`config.mk`:
```
export PLATFORM = sky130hd
export DESIGN_NAME = gpio_expander_i2c
export DESIGN_NICKNAME = d
export VERILOG_FILES = /design/src/rtl/gpx_pkg.sv /design/src/rtl/gpx_glitch_filter.sv /design/src/rtl/gpx_i2c_target.sv /design/src/rtl/gpx_port_regs.sv /design/src/rtl/gpio_expander_i2c.sv
export SDC_FILE = /design/constraint.sdc
export NUM_CORES = 1
export LEC_CHECK = 0
export BUFFER_PORTS_ARGS = -buffer_cell sky130_fd_sc_hd__buf_4
export CAP_MARGIN = 10
export CORE_UTILIZATION = 35
export DETAILED_ROUTE_END_ITERATION = 6
export PLACE_DENSITY = 0.59
export SLEW_MARGIN = 20
export SYNTH_ARGS = -nofsm -noshare
export SYNTH_HDL_FRONTEND = slang
export SYNTH_SLANG_ARGS = --single-unit
```
`constraint.sdc`:
```
create_clock -name clk -period 4 [get_ports clk]
set_input_delay 1.2 -clock clk [delete_from_list [all_inputs] [get_ports clk]]
set_output_delay 1.2 -clock clk [all_outputs]
set_load 0.005 [all_outputs]
```
`src/rtl/gpx_pkg.sv`:
```
package gpx_pkg;
    localparam logic [3:0] ADDR_PREFIX = 4'b0100;

    typedef enum logic [2:0] {
        S_IDLE, S_ADDR, S_AACK, S_RX, S_WACK, S_TX, S_MACK
    } tgt_st_e;

    typedef enum logic [1:0] {
        K_IN  = 2'd0,
        K_OUT = 2'd1,
        K_POL = 2'd2,
        K_CFG = 2'd3
    } reg_kind_e;
endpackage

```
`src/rtl/gpx_glitch_filter.sv`:
```
module gpx_glitch_filter #(
    parameter int          W       = 2,
    parameter logic [W-1:0] RST_VAL = '0
) (
    input  logic         clk,
    input  logic         rst_n,
    input  logic [W-1:0] raw_i,
    output logic [W-1:0] clean_o
);
    typedef struct packed {
        logic [W-1:0] s1;
        logic [W-1:0] s2;
        logic [W-1:0] h0;
        logic [W-1:0] h1;
        logic [W-1:0] h2;
        logic [W-1:0] o;
    } flt_t;

    flt_t q, d;

    always_comb begin
        d    = q;
        d.s1 = raw_i;
        d.s2 = q.s1;
        d.h0 = q.s2;
        d.h1 = q.h0;
        d.h2 = q.h1;
        d.o  = (q.h0 & q.h1) | (q.h0 & q.h2) | (q.h1 & q.h2);
    end

    always_ff @(posedge clk or negedge rst_n) begin
        if (!rst_n) q <= {6{RST_VAL}};
        else        q <= d;
    end

    assign clean_o = q.o;
endmodule

```
`src/rtl/gpx_i2c_target.sv`:
```
module gpx_i2c_target
    import gpx_pkg::*;
(
    input  logic       clk,
    input  logic       rst_n,
    input  logic       scl_i,
    input  logic       sda_i,
    input  logic [2:0] strap_i,
    input  logic [7:0] rd_data_i,
    output logic [2:0] ptr_o,
    output logic       wr_stb_o,
    output logic [7:0] wr_data_o,
    output logic       rd_stb_o,
    output logic       sda_oe_o
);
    localparam logic [3:0] BITS = 4'd8;

    typedef struct packed {
        tgt_st_e    st;
        logic [3:0] cnt;
        logic [7:0] sh;
        logic [7:0] tx;
        logic [2:0] ptr;
        logic       rw;
        logic       first;
        logic       oe;
        logic       mack;
        logic       scl_p;
        logic       sda_p;
    } tgt_t;

    tgt_t q, d;
    logic scl_rise, scl_fall, start_evt, stop_evt, load;

    assign scl_rise  = scl_i & ~q.scl_p;
    assign scl_fall  = ~scl_i & q.scl_p;
    assign start_evt = scl_i & q.scl_p & ~sda_i & q.sda_p;
    assign stop_evt  = scl_i & q.scl_p & sda_i & ~q.sda_p;

    always_comb begin
        d        = q;
        wr_stb_o = 1'b0;
        rd_stb_o = 1'b0;
        load     = 1'b0;
        d.scl_p  = scl_i;
        d.sda_p  = sda_i;
        if (start_evt) begin
            d.st  = S_ADDR;
            d.cnt = '0;
            d.oe  = 1'b0;
        end else if (stop_evt) begin
            d.st = S_IDLE;
            d.oe = 1'b0;
        end else begin
            unique case (q.st)
                S_ADDR, S_RX: begin
                    if (scl_rise && q.cnt != BITS) begin
                        d.sh  = {q.sh[6:0], sda_i};
                        d.cnt = q.cnt + 4'd1;
                    end else if (scl_fall && q.cnt == BITS) begin
                        if (q.st == S_ADDR) begin
                            if (q.sh[7:1] == {ADDR_PREFIX, strap_i}) begin
                                d.st = S_AACK;
                                d.oe = 1'b1;
                                d.rw = q.sh[0];
                            end else begin
                                d.st = S_IDLE;
                            end
                        end else begin
                            d.st = S_WACK;
                            d.oe = 1'b1;
                            if (q.first) begin
                                d.ptr   = q.sh[2:0];
                                d.first = 1'b0;
                            end else begin
                                wr_stb_o = 1'b1;
                                d.ptr    = {q.ptr[2:1], ~q.ptr[0]};
                            end
                        end
                    end
                end
                S_AACK: begin
                    if (scl_fall) begin
                        if (q.rw) begin
                            load = 1'b1;
                        end else begin
                            d.st    = S_RX;
                            d.cnt   = '0;
                            d.first = 1'b1;
                            d.oe    = 1'b0;
                        end
                    end
                end
                S_WACK: begin
                    if (scl_fall) begin
                        d.st  = S_RX;
                        d.cnt = '0;
                        d.oe  = 1'b0;
                    end
                end
                S_TX: begin
                    if (scl_fall) begin
                        if (q.cnt == BITS - 4'd1) begin
                            d.st = S_MACK;
                            d.oe = 1'b0;
                        end else begin
                            d.cnt = q.cnt + 4'd1;
                            d.tx  = {q.tx[6:0], 1'b0};
                            d.oe  = ~q.tx[6];
                        end
                    end
                end
                S_MACK: begin
                    if (scl_rise) d.mack = ~sda_i;
                    if (scl_fall) begin
                        if (q.mack) load = 1'b1;
                        else        d.st = S_IDLE;
                    end
                end
                default: ;
            endcase
            if (load) begin
                d.st     = S_TX;
                d.cnt    = '0;
                d.tx     = rd_data_i;
                d.oe     = ~rd_data_i[7];
                rd_stb_o = 1'b1;
                d.ptr    = {q.ptr[2:1], ~q.ptr[0]};
            end
        end
    end

    always_ff @(posedge clk or negedge rst_n) begin
        if (!rst_n) begin
            q       <= '0;
            q.st    <= S_IDLE;
            q.scl_p <= 1'b1;
            q.sda_p <= 1'b1;
        end else begin
            q <= d;
        end
    end

    assign ptr_o     = q.ptr;
    assign wr_data_o = q.sh;
    assign sda_oe_o  = q.oe;


    oe_legal_chk: assert property (@(posedge clk) disable iff (!rst_n)
        q.oe |-> (q.st inside {S_AACK, S_WACK, S_TX}));


    start_addr_chk: assert property (@(posedge clk) disable iff (!rst_n)
        start_evt |=> (q.st == S_ADDR));


    nack_release_chk: assert property (@(posedge clk) disable iff (!rst_n)
        (q.st == S_MACK && scl_fall && !q.mack && !start_evt && !stop_evt) |=> (!q.oe && q.st == S_IDLE));
endmodule

```
`src/rtl/gpx_port_regs.sv`:
```
module gpx_port_regs
    import gpx_pkg::*;
#(
    parameter int PORT_W = 8,
    parameter int NPORT  = 2
) (
    input  logic                    clk,
    input  logic                    rst_n,
    input  logic [PORT_W*NPORT-1:0] pin_lvl_i,
    input  logic [2:0]              sel_i,
    input  logic                    wr_stb_i,
    input  logic [PORT_W-1:0]       wr_data_i,
    input  logic                    rd_stb_i,
    output logic [PORT_W-1:0]       rd_data_o,
    output logic [PORT_W*NPORT-1:0] pin_o,
    output logic [PORT_W*NPORT-1:0] pin_oe,
    output logic                    int_n
);
    localparam int PIN_W = PORT_W * NPORT;

    typedef logic [NPORT-1:0][PORT_W-1:0] bank_t;

    typedef struct packed {
        bank_t outr;
        bank_t pol;
        bank_t cfg;
        bank_t snap;
        logic  irq;
    } regs_t;

    localparam regs_t RST = '{outr: '1, pol: '0, cfg: '1, snap: '0, irq: 1'b0};

    regs_t     q, d;
    bank_t     lvl;
    reg_kind_e kind;
    logic      port;
    logic [PIN_W-1:0] diff;

    assign lvl  = pin_lvl_i;
    assign kind = reg_kind_e'(sel_i[2:1]);
    assign port = sel_i[0];

    always_comb begin
        d = q;
        unique case (kind)
            K_IN:    rd_data_o = lvl[port] ^ q.pol[port];
            K_OUT:   rd_data_o = q.outr[port];
            K_POL:   rd_data_o = q.pol[port];
            default: rd_data_o = q.cfg[port];
        endcase
        if (wr_stb_i) begin
            unique case (kind)
                K_OUT:   d.outr[port] = wr_data_i;
                K_POL:   d.pol[port]  = wr_data_i;
                K_CFG:   d.cfg[port]  = wr_data_i;
                default: ;
            endcase
        end
        if (rd_stb_i && kind == K_IN) d.snap[port] = lvl[port];
        diff  = (PIN_W'(lvl) ^ PIN_W'(d.snap)) & PIN_W'(d.cfg);
        d.irq = |diff;
    end

    always_ff @(posedge clk or negedge rst_n) begin
        if (!rst_n) q <= RST;
        else        q <= d;
    end

    assign pin_o  = PIN_W'(q.outr);
    assign pin_oe = ~PIN_W'(q.cfg);
    assign int_n  = ~q.irq;


    in_wr_ignored_chk: assert property (@(posedge clk) disable iff (!rst_n)
        (wr_stb_i && kind == K_IN) |=> ($stable(q.outr) && $stable(q.pol) && $stable(q.cfg)));


    out_only_quiet_chk: assert property (@(posedge clk) disable iff (!rst_n)
        (q.cfg == '0) |=> !q.irq);
endmodule

```
`src/rtl/gpio_expander_i2c.sv`:
```
module gpio_expander_i2c #(
    parameter int PORT_W = 8,
    parameter int NPORT  = 2
) (
    input  logic                    clk,
    input  logic                    rst_n,
    input  logic                    scl_i,
    input  logic                    sda_i,
    output logic                    sda_oe,
    input  logic [2:0]              strap_i,
    input  logic [PORT_W*NPORT-1:0] pin_i,
    output logic [PORT_W*NPORT-1:0] pin_o,
    output logic [PORT_W*NPORT-1:0] pin_oe,
    output logic                    int_n
);
    localparam int PIN_W = PORT_W * NPORT;

    logic [1:0]        bus_f;
    logic [PIN_W-1:0]  pin_f;
    logic [2:0]        ptr;
    logic              wr_stb, rd_stb;
    logic [7:0]        wr_data, rd_data;

    gpx_glitch_filter #(.W(2), .RST_VAL(2'b11)) u_bus_flt (
        .clk(clk), .rst_n(rst_n), .raw_i({scl_i, sda_i}), .clean_o(bus_f)
    );

    gpx_glitch_filter #(.W(PIN_W), .RST_VAL('0)) u_pin_flt (
        .clk(clk), .rst_n(rst_n), .raw_i(pin_i), .clean_o(pin_f)
    );

    gpx_i2c_target u_tgt (
        .clk(clk), .rst_n(rst_n),
        .scl_i(bus_f[1]), .sda_i(bus_f[0]), .strap_i(strap_i),
        .rd_data_i(rd_data), .ptr_o(ptr),
        .wr_stb_o(wr_stb), .wr_data_o(wr_data),
        .rd_stb_o(rd_stb), .sda_oe_o(sda_oe)
    );

    gpx_port_regs #(.PORT_W(PORT_W), .NPORT(NPORT)) u_regs (
        .clk(clk), .rst_n(rst_n), .pin_lvl_i(pin_f),
        .sel_i(ptr), .wr_stb_i(wr_stb), .wr_data_i(wr_data),
        .rd_stb_i(rd_stb), .rd_data_o(rd_data),
        .pin_o(pin_o), .pin_oe(pin_oe), .int_n(int_n)
    );
endmodule

```
# ---- Word level (Yosys, flattened, before mapping)
# Cells that the tools add are included.
dict set report totals {
  ff_bits 205
  input_bits 23
  out_inout_bits 34
}
dict set report classes {
  addsub 1
  order_cmp 2
  eq_ne 38
  muxes 79
  bitwise 34
  n_reduce_logical 27
}
# cell count
set ops {}
lappend ops {{$mux W8} 13}
lappend ops {{$and A16 B16 Y16} 4}
lappend ops {{$bwmux W16} 4}
lappend ops {{$mux W16} 3}
lappend ops {{$mux W7} 6}
lappend ops {{$or A16 B16 Y16} 2}
lappend ops {{$reduce_and A8 Y1} 4}
lappend ops {{$ne A5 B1 Y1 const B} 6}
lappend ops {{$mux W1} 27}
lappend ops {{$mux W3} 9}
lappend ops {{$mux W25} 1}
lappend ops {{$pmux W8 S3} 1}
lappend ops {{$ne A4 B1 Y1 const B} 4}
lappend ops {{$not A16 Y16} 1}
lappend ops {{$pmux W4 S4} 1}
lappend ops {{$reduce_or A16 Y1} 1}
lappend ops {{$xor A16 B16 Y16} 1}
lappend ops {{$pmux W3 S5} 1}
lappend ops {{$not A1 Y1} 13}
lappend ops {{$mux W12} 1}
lappend ops {{$mux W6} 2}
lappend ops {{$ne A2 B2 Y1 const B} 6}
lappend ops {{$mux W11} 1}
lappend ops {{$ne A5 B5 Y1 const B} 2}
lappend ops {{other kinds (38)} 67}

# ---- Longest topological paths before layout
# Gate-level depths: netlist (run 1).
dict set report logic_depth {
  word_depth 14
  ltp_mapped 10
}

# ---- Modules after synthesis
# A second synthesis (run 1) with hierarchy kept.
dict set report unflattened {
  cells_unflattened 660
  area_unflattened_um2 8595.7
}
# module instances cells_per_inst area_per_inst_um2 seq_area_each_um2
set modules_own_cells {}
lappend modules_own_cells {gpx_port_regs 1 312 3606.0 1666.6}
lappend modules_own_cells {{gpx_glitch_filter (u_pin_flt)} 1 128 2702.6 2402.3}
lappend modules_own_cells {gpx_i2c_target 1 204 1934.4 778.2}
lappend modules_own_cells {{gpx_glitch_filter (u_bus_flt)} 1 16 352.8 315.3}

# ---- Worst setup path before layout (run 1)
# No wires, ideal clock.
dict set report synth_path {
  kind {input to register}
  startpoint {input port strap_i[0]}
  endpoint {register u_tgt.q (netlist bit u_tgt.sda_oe_o)}
  setup_time_ps 77
  t_arrival_ps 2498
  t_required_ps 3923
  path_slack_ps 1424
  cell_stages 6
  path_buffers 0
  path_cell_list {xor2_2 -> nor4_2 -> a21o_1 -> a21oi_1 -> or4_1 -> a21oi_1}
}
dict set report synth_via {
  elab_chain_cells 3
}
# item line_no
set synth_lines {}
lappend synth_lines {{start: declaration} gpio_expander_i2c.sv:10} ;# input logic [2:0] strap_i,
lappend synth_lines {{$eq A7 B6 Y1} gpx_i2c_target.sv:62} ;# if (q.sh[7:1] == {ADDR_PREFIX, strap_i}) begin
lappend synth_lines {{$ne A6 B4 Y1 (no line)} n/a}
lappend synth_lines {{$reduce_and A8 Y1 (no line)} n/a}
lappend synth_lines {{end: declaration} gpx_i2c_target.sv:32} ;# tgt_t q, d;
# No other way between the ends.
# A chain may end at the register's enable or synchronous reset.

==> summary.txt, run 1 <==
Floorplanning
  – Height of the die: 155 um
  – Core region area: around 0.023 mm2
  – Starting Density: between 30% and 40%
  – Die ar.: ~0.024 mm2
  – # rows: 55
  – Io pins: between 50 and 60
  – Die Wd: between 150 and 200 um

Outcome
  – Outcome: finished, final reports clean

Yosys
  – Syn_nets: about 630
  – Post-synth EDFFs: 0
  – Simple logic cell fraction of the synthesized area: 8.57%
  – Largest family of logic cells by synthesized area: multiplexers
  – Mapped cell area: roughly 0.0082 mm2
  – Post-Syn Instances: about 610
  – Largest cells by area after synthesis: dfrtp_1 48%, dfstp_2 15%, mux2_1 5.2%, mux2_2 4.9%, maj3_1 2.3%
  – Async SR Flop Fraction: 100%
  – Post-synthesis mux area share: a little over an eighth
  – Synth top area share: a little under half
  – Ys flop type: dfrtp_1
  – Register area share after synthesis: a little over three fifths
  – Yosys cell types: about 70
  – Synth Area in XOR/XNOR: 2.53%
  – Synth top cells by count: 158 x dfrtp_1, 46 x dfstp_2, 40 x nand2_1
  – Area leader, netlist: dfrtp_1
  – Most common cell in the synthesized netlist: dfrtp_1
  – Synth Register Bits: a little over 200
  – Synthesis Warnings: 0
  – Compound-Gate Fraction of Synth Area: 6.53%
  – Adder-Cell Fraction of Synth Area: under 10%
  – Syn Area/Cell: 13.6 um2

CTS
  – CTS H-tree depth: 1
  – Post-CTS Repair Setup Buffers: 0
  – CTS Sinks: slightly above 200
  – Hold buffer count at cts: 0
  – Reg clk slew, reported paths: ~0.06 ns
  – Clock Path Buffers: 3
  – CTS root buf: clkbuf_16
  – Clk_lat worst skew: approximately 0.5 ns
  – Post-CTS Resized: 0
  – TritonCTS clock tree: yes
  – CTS buffer count: 22

Setup path
  – CP Max Fanout: 17
  – CP arrival: between 3 and 4 ns
  – Slowest stage delay, CP: 0.76 ns
  – Buf/Inv on CP: 0
  – Worst Path Required: 4.38 ns
  – Slowest cell on crit path: nor4b_4
  – Setup crit end kind: flip-flop
  – Startpoint types: flip-flop
  – CP top delay family: simple AND/OR/NAND/NOR gates
  – Critical path class: flip-flop to flip-flop
  – Crit-path cells: nand4bb_1, nor4b_4, mux2_2, a32oi_1, o2111ai_1, nand4b_1

Power
  – Combinational share of power: about an eighth
  – Pint: 3730 uW
  – Overall power: between 5000 and 6000 uW
  – PwrDens: 527 mW/mm2
  – Max VDD drop: between 0.2 and 0.3 mV
  – Net Sw Frac: 26.6%
  – Clock share of power: 39.8%
  – Lkg Pwr: about 0.0042 uW
  – Switching power: roughly 1400 uW
  – Seq pwr share: between 40% and 50%

Detailed routing
  – Drt pass-1 iters: 5
  – Initial DRC count: 230
  – Wirelength per Cell: between 15 and 20 um
  – DRC errors left: 0
  – Remaining antenna violation count: 0
  – Final wirelength: between 15000 and 20000 um
  – Via count: around 4800
  – Vias/cell: between 4 and 5

Place
  – Routability cong.: around 0.88
  – Detailed Place HPWL: between 10000 and 15000 um
  – Placement Cell Area: about 0.0089 mm2
  – Number of port buffers: between 50 and 60

STA
  – Setup violators final: 0
  – Fin. max-slew vios: 0
  – Tcrit/Tclk final: about three quarters
  – RSZ-0062 raised after global routing: false
  – Min Hold Slack: roughly 0.35 ns
  – Final Critical Period: 2.95 ns
  – Fmax: 339 MHz
  – Layout Skew: 0.0149 ns
  – Final hold vios: 0
  – TNS Setup: 0 ns
  – Worst slew pin tran: between 0.8 and 0.9 ns
  – Slew HR: 43.8%

Finish
  – Share of cells above drive strength 1: 29.4%
  – Ant. Diodes: 0
  – Fin area: about 0.0096 mm2
  – Core Util, Final: between 40% and 50%
  – Area growth syn-to-layout: 16.9%
  – Post-layout net count: just under 700

Global routing
  – Vias in the first global route: 5121
  – Pin count of the biggest net entering global routing: between 70 and 80
  – Aggregate global-route resource usage: between 10% and 20%
  – Initial antenna violation count: 0
  – Global-route wire length before repair: around 28000 um
  – GRT Residual Overflow: 0

Flow run
  – Max-Cap Viols: 0

Min path
  – Worst Hold Class: flip-flop to flip-flop
==> area by class of cell <==
cell class,count,area (um2)
Clock buffer,33,632
Clock inverter,7,96.3
Fill cell,2167,13200
Inverter,23,86.3
Multi-Input combinational cell,340,2760
Sequential cell,204,5160
Tap cell,313,392
Timing Repair Buffer,64,512
==> worst register-to-register path: stages, from the launching register on <==
cell	delay (ns)
dfrtp_1	0.65
nand4bb_1	0.37
nor4b_4	0.76
mux2_2	0.44
a32oi_1	0.23
o2111ai_1	0.16
nand4b_1	0.22
==> logic make-up (layout without fill, tap and decap cells) <==
logic type                 after synthesis  in the layout
muxes                                   88             88
AOI/OAI and AO/OA                       83             83
xor gates and xnor gates                23             23
DFF                                    204            204
buffers and inverters                   64            127
and+or+nand+nor                        125            125
adders and majority gates               21             21
==> through the flow <==
stage | setup WS [ns] | cells
after global placement | 1.09 | 944
after floorplan | 1.42 | 608
final | 1.05 | 984
after detailed placement | 1.03 | 944
after CTS | 1.02 | 984
after global routing | 0.917 | 984
==> placed cells by master (no fill, tap or decap), types with 2 or more instances in the layout <==
master	count
and3b_1	3
nand2_1	40
nor3_1	11
nand3b_1	11
xnor2_1	3
clkbuf_16	22
o21ai_0	11
a221oi_1	8
nor2b_1	4
clkinv_2	4
a21oi_1	24
mux2_4	3
dfstp_2	46
buf_12	2
a211oi_1	3
dfrtp_1	158
nor2_1	14
a22oi_1	2
buf_4	61
mux2_1	38
a21o_1	4
mux4_2	8
nand3_1	15
clkbuf_8	5
inv_1	22
xor2_1	19
maj3_1	19
a22o_1	2
o21ai_1	12
bufinv_16	2
clkbuf_1	7
mux2i_1	3
mux2_2	36
ha_1	2
nand2b_1	5
nand4b_1	5
or4b_1	2
==> power by group through the flow <==
stage                     Clock [uW]  Combinational (uW)  Sequential [uW]
final                           2020                 632             2430
after CTS                       2090                 639             2430
after floorplan                    0                 538             2330
after detailed placement           0                 634             2470
after global placement             0                 627             2460
after global routing            2180                 705             2460
==> routing by layer <==
metal | part of all wire [%] | vias up | GRT usage (%)
li1 | - | 2235 | -
met1 | 46 | 2421 | 20.5
met2 | 47 | 101 | 24.3
met3 | 4.5 | 28 | 2.28
met4 | 2.2 | 0 | 4.62
met5 | 0 | - | 0
==> sequential cells by signal (all words and copies together) (netlist names) <==
signal             count
u_bus_flt.d            8
u_pin_flt.clean_o     16
u_tgt.q               19
u_regs.q              49
u_tgt.wr_data_o        8
u_regs.pin_o          16
u_pin_flt.d           64
u_tgt.ptr_o            3
u_pin_flt.q           16
u_tgt.sda_oe_o         1
u_bus_flt.q            2
u_bus_flt.clean_o      2
==> worst paths after layout <==
| kind | start | end | slack (ns) | cells past startpoint |
|---|---|---|---|---|
| max reg2reg | u_tgt.q[30] | u_regs.q[0] | 1.05 | 6 |
| min in group asynchronous | rst_n | u_regs.q[36] | 0.71 | 1 |
| min | u_pin_flt.d[58] | u_pin_flt.d[42] | 0.35 | 0 |
| max | u_tgt.q[30] | u_regs.q[0] | 1.05 | 6 |
| max in group asynchronous | rst_n | u_bus_flt.d[8] | 2.47 | 2 |
| min reg2reg | u_pin_flt.d[58] | u_pin_flt.d[42] | 0.35 | 0 |
(Power assumes the default switching activity.)
==> run 2: changes to the inputs <==
--- a/config.mk
+++ b/config.mk
@@ -5,6 +5,7 @@
 export SDC_FILE = /design/constraint.sdc
 export NUM_CORES = 1
 export LEC_CHECK = 0
+export ABC_AREA = 1
 export BUFFER_PORTS_ARGS = -buffer_cell sky130_fd_sc_hd__buf_4
 export CAP_MARGIN = 10
 export CORE_UTILIZATION = 35
==> constraint.sdc (replaced) <==
create_clock -name clk -period 3.05 [get_ports clk]
set_input_delay 0.915 -clock clk [delete_from_list [all_inputs] [get_ports clk]]
set_output_delay 0.915 -clock clk [all_outputs]
set_load 0.005 [all_outputs]
==> run 2 against run 1 <==
  * Non-clock buffer count rose by 7
  * Maximum frequency rose by 28%
  * Sequential power rose by 32%
  * Setup slack got worse by 0.31 ns
  * Worst hold slack got worse by 0.0024 ns
  * First-iteration DRC count rose to 2.5 times the previous value
  * Die area rose by 7.7%
  * Global-route usage rose by 1.2 points
  * Critical path type unchanged
==> summary.txt, run 2 <==
STA
  – Final hold vios: 0 (unchanged)
  – Slew HR: 55.1% (+11 points)
  – Layout Skew: 0.0143 ns (-0.000571 ns)
  – Final Critical Period: 2.31 ns (-0.639 ns)
  – Setup violators final: 0 (unchanged)
  – Worst slew pin tran: 0.670 ns (-0.170 ns)
  – RSZ-0062 raised after global routing: false
  – Tcrit/Tclk final: 75.8% (+2.0 points)
  – Fin. max-slew vios: 0 (unchanged)
  – Fmax: 432 MHz (+28%)
  – TNS Setup: 0 ns (unchanged)

Detailed routing
  – Remaining antenna violation count: 0 (unchanged)
  – Final wirelength: 20200 um (+17%)
  – DRC errors left: 0 (unchanged)
  – Wirelength per Cell: 14.6 um (-17%)
  – Drt pass-1 iters: 5 (unchanged)
  – Initial DRC count: 578 (+150%)
  – Vias/cell: 4.84 (-0.51%)
  – Via count: 6681 (+40%)

Yosys
  – Synthesis Warnings: 0 (unchanged)
  – Syn_nets: 1017 (+61%)
  – Yosys cell types: 39 (-43%)
  – Synth top area share: 44.5% (-3.5 points)
  – Synth top cells by count: 283 x nand2_1, 158 x dfrtp_1, 117 x inv_1
  – Ys flop type: dfrtp_1
  – Post-synth EDFFs: 0 (unchanged)
  – Largest cells by area after synthesis: dfrtp_1 44%, dfstp_2 14%, nand2_1 12%, o21ai_0 6.0%, inv_1 4.9%
  – Area leader, netlist: dfrtp_1
  – Post-Syn Instances: 992 (+63%)
  – Register area share after synthesis: 58.1% (-4.5 points)
  – Syn Area/Cell: 8.96 um2 (-34%)
  – Async SR Flop Fraction: 100% (unchanged)
  – Synth Register Bits: 204 (unchanged)
  – Most common cell in the synthesized netlist: nand2_1
  – Mapped cell area: 0.00889 mm2 (+7.8%)

Place
  – Routability cong.: 0.856 (-2.7%)
  – Number of port buffers: 56 (unchanged)
  – Detailed Place HPWL: 13900 um (+19%)
  – Placed Cells incl. Taps: 1341 (+42%)
  – Placement Cell Area: 0.00958 mm2 (+7.6%)

CTS
  – Hold buffer count at cts: 0 (unchanged)
  – TritonCTS clock tree: yes
  – Clock Path Buffers: 3 (unchanged)
  – Reg clk slew, reported paths: 0.06 ns (about the same)
  – Post-CTS Resized: 0 (unchanged)
  – CTS Sinks: 204 (unchanged)
  – CTS buffer count: 22 (unchanged)
  – Clk_lat worst skew: 0.51 ns (about the same)
  – CTS root buf: clkbuf_16
  – CTS H-tree depth: 1 (unchanged)
  – Post-CTS Repair Setup Buffers: 0 (unchanged)

Power
  – Max VDD drop: 0.370 mV (+36%)
  – PwrDens: 779 mW/mm2 (+48%)
  – Lkg Pwr: 0.00478 uW (+13%)
  – Overall power: 8060 uW (+59%)

Min path
  – Worst Hold Class: flip-flop to flip-flop
  – Hold depth: 0 (unchanged)
  – WHS Endpoint: u_pin_flt.d[55]
  – Hold wc startpoint: u_pin_flt.d[71]

Setup path
  – CP arrival: 2.71 ns (-0.62 ns)
  – R2r setup slk: 0.74 ns (-0.31 ns)
  – FF-to-FF path depth: 13 (+7)
  – Setup crit end kind: flip-flop
  – R2R Path End: u_regs.q[0]
  – Startpoint types: flip-flop
  – Reg-to-Reg Start: u_tgt.q[1]
  – Critical path class: flip-flop to flip-flop
  – CP Max Fanout: 16 (-1)
  – Worst Path Required: 3.45 ns (-0.93 ns)

Floorplanning
  – # rows: 57 (+3.6%)
  – Die ar.: 0.0260 mm2 (+7.7%)
  – Io pins: 57 (unchanged)
  – Core region area: 0.0246 mm2 (+7.7%)
  – Height of the die: 161 um (+3.8%)
  – Die Wd: 161 um (+3.8%)
  – Starting Density: 36.1% (about the same)

Finish
  – Area growth syn-to-layout: 16.4%
  – Commonest non-fill, non-tap cell in the layout: nand2_1
  – Fillers: 2408 (+11%)
  – Fin area: 0.0103 mm2 (+7.4%)
  – Highest-count cells in the layout ignoring fill and taps: 283 x nand2_1, 157 x dfrtp_1, 117 x inv_1
  – Post-layout net count: 1066 (+57%)
  – Ant. Diodes: 0 (unchanged)
  – Finished Layout Cells: 1381 (+40%)
  – Share of cells above drive strength 1: 16.2% (-13 points)
  – Max reg flops: 64 (unchanged)

Global routing
  – Vias in the first global route: 6318 (+23%)
  – Global-route wire length before repair: 33500 um (+19%)
  – Global-route track usage on met2: 25.7% (+1.4 points)
  – GRT Residual Overflow: 0 (unchanged)
  – Aggregate global-route resource usage: 16.1% (+1.2 points)
  – GRT met3 Usage: 2.62% (+0.34 points)
  – Initial antenna violation count: 0 (unchanged)
  – Top Usage Layer GRT: met2
  – Pin count of the biggest net entering global routing: 69 (-9.2%)
  – Met1 Usage GRT: 22.4% (+1.9 points)

Flow run
  – Max-Cap Viols: 0 (unchanged)

Outcome
  – Outcome: finished, final reports clean
==> run 2: cell count changes in the layout (fill, tap and decap cells not counted), moves of 14 or more <==
cell | before | now
nand2_1 | 40 | 283
nand3_1 | 15 | 81
xor2_1 | 19 | 2
inv_1 | 22 | 117
nand4_1 | 1 | 15
a21oi_1 | 24 | 9
mux2_2 | 36 | 0
mux2_1 | 38 | 0
nor2_1 | 14 | 49
o21ai_0 | 11 | 106
==> run 2: how the worst max path moves through the flow <==
| stage | end | depth (start not counted) | startpoint | slack [ns] |
|---|---|---|---|---|
| 5_1_grt | u_regs.q[0] | 13 | u_tgt.q[1] | 0.47 |
| 3_3_place_gp | u_regs.q[0] | 12 | u_tgt.ptr_o[1] | 0.79 |
| 2_1_floorplan | u_regs.q[0] | 14 | u_tgt.q[1] | 1.22 |
| 6_report | u_regs.q[0] | 13 | u_tgt.q[1] | 0.74 |
| 3_5_place_dp | u_regs.q[0] | 13 | u_tgt.q[1] | 0.76 |
| 4_1_cts | u_regs.q[0] | 13 | u_tgt.q[1] | 0.71 |
==> run 2: cells by family (layout without fill, tap and decap cells) <==
| group | after synthesis | count (layout) | synth area share [%] |
|---|---|---|---|
| and+or+nand+nor | 447 | 447 | 21.3 |
| DFF | 204 | 204 | 58.1 |
| buffers and inverters | 166 | 231 | 8.31 |
| AOI/OAI and AO/OA | 148 | 148 | 9.32 |
| adders and majority gates | 20 | 20 | 2.31 |
| xor gates and xnor gates | 6 | 6 | 0.591 |
| muxes | 1 | 1 | 0.113 |
==> run 2: cell type report <==
| class | count | area, um2 | share of cell area [%] |
|---|---|---|---|
| Inverter | 120 | 450 | 4.35 |
| Clock buffer | 28 | 593 | 5.73 |
| Sequential cell | 204 | 5160 | 49.9 |
| Clock inverter | 12 | 173 | 1.67 |
| Timing Repair Buffer | 71 | 577 | 5.57 |
| Tap cell | 324 | 405 | 3.92 |
| Multi-Input combinational cell | 622 | 2990 | 28.9 |
==> run 2: where the power goes <==
group          internal, uW  switching [uW]  leakage [uW]
Sequential             3020             183       0.00242
Combinational           638            1420       0.00198
Clock                  1720            1070      0.000382
Total                  5380            2680       0.00478
==> run 2: worst max-delay path: stages (launching register included) <==
cell	delay, ns
dfstp_2	0.52
inv_1	0.06
nor2_4	0.16
inv_1	0.14
nor2_4	0.20
nand3_2	0.36
nand2_1	0.22
nand3_1	0.09
nand3_1	0.10
nand2_1	0.06
inv_1	0.05
nand2_1	0.06
nor2_1	0.10
nand2_1	0.06
==> run 2: routing by layer <==
metal | vias up | routed length [um]
li1 | 3294 | -
met5 | - | 0
met4 | 0 | 537
met2 | 193 | 9220
met3 | 33 | 1080
met1 | 3161 | 9380
==> run 2: metrics by stage <==
step | hold WS, ns | utilization, % | setup slack [ns]
floorplan | 0.331 | - | 1.22
global placement | 0.332 | 38.9 | 0.795
detailed placement | 0.335 | 38.9 | 0.759
CTS | 0.346 | 42.1 | 0.714
global route | 0.354 | 42.1 | 0.470
finish | 0.344 | 42.1 | 0.737
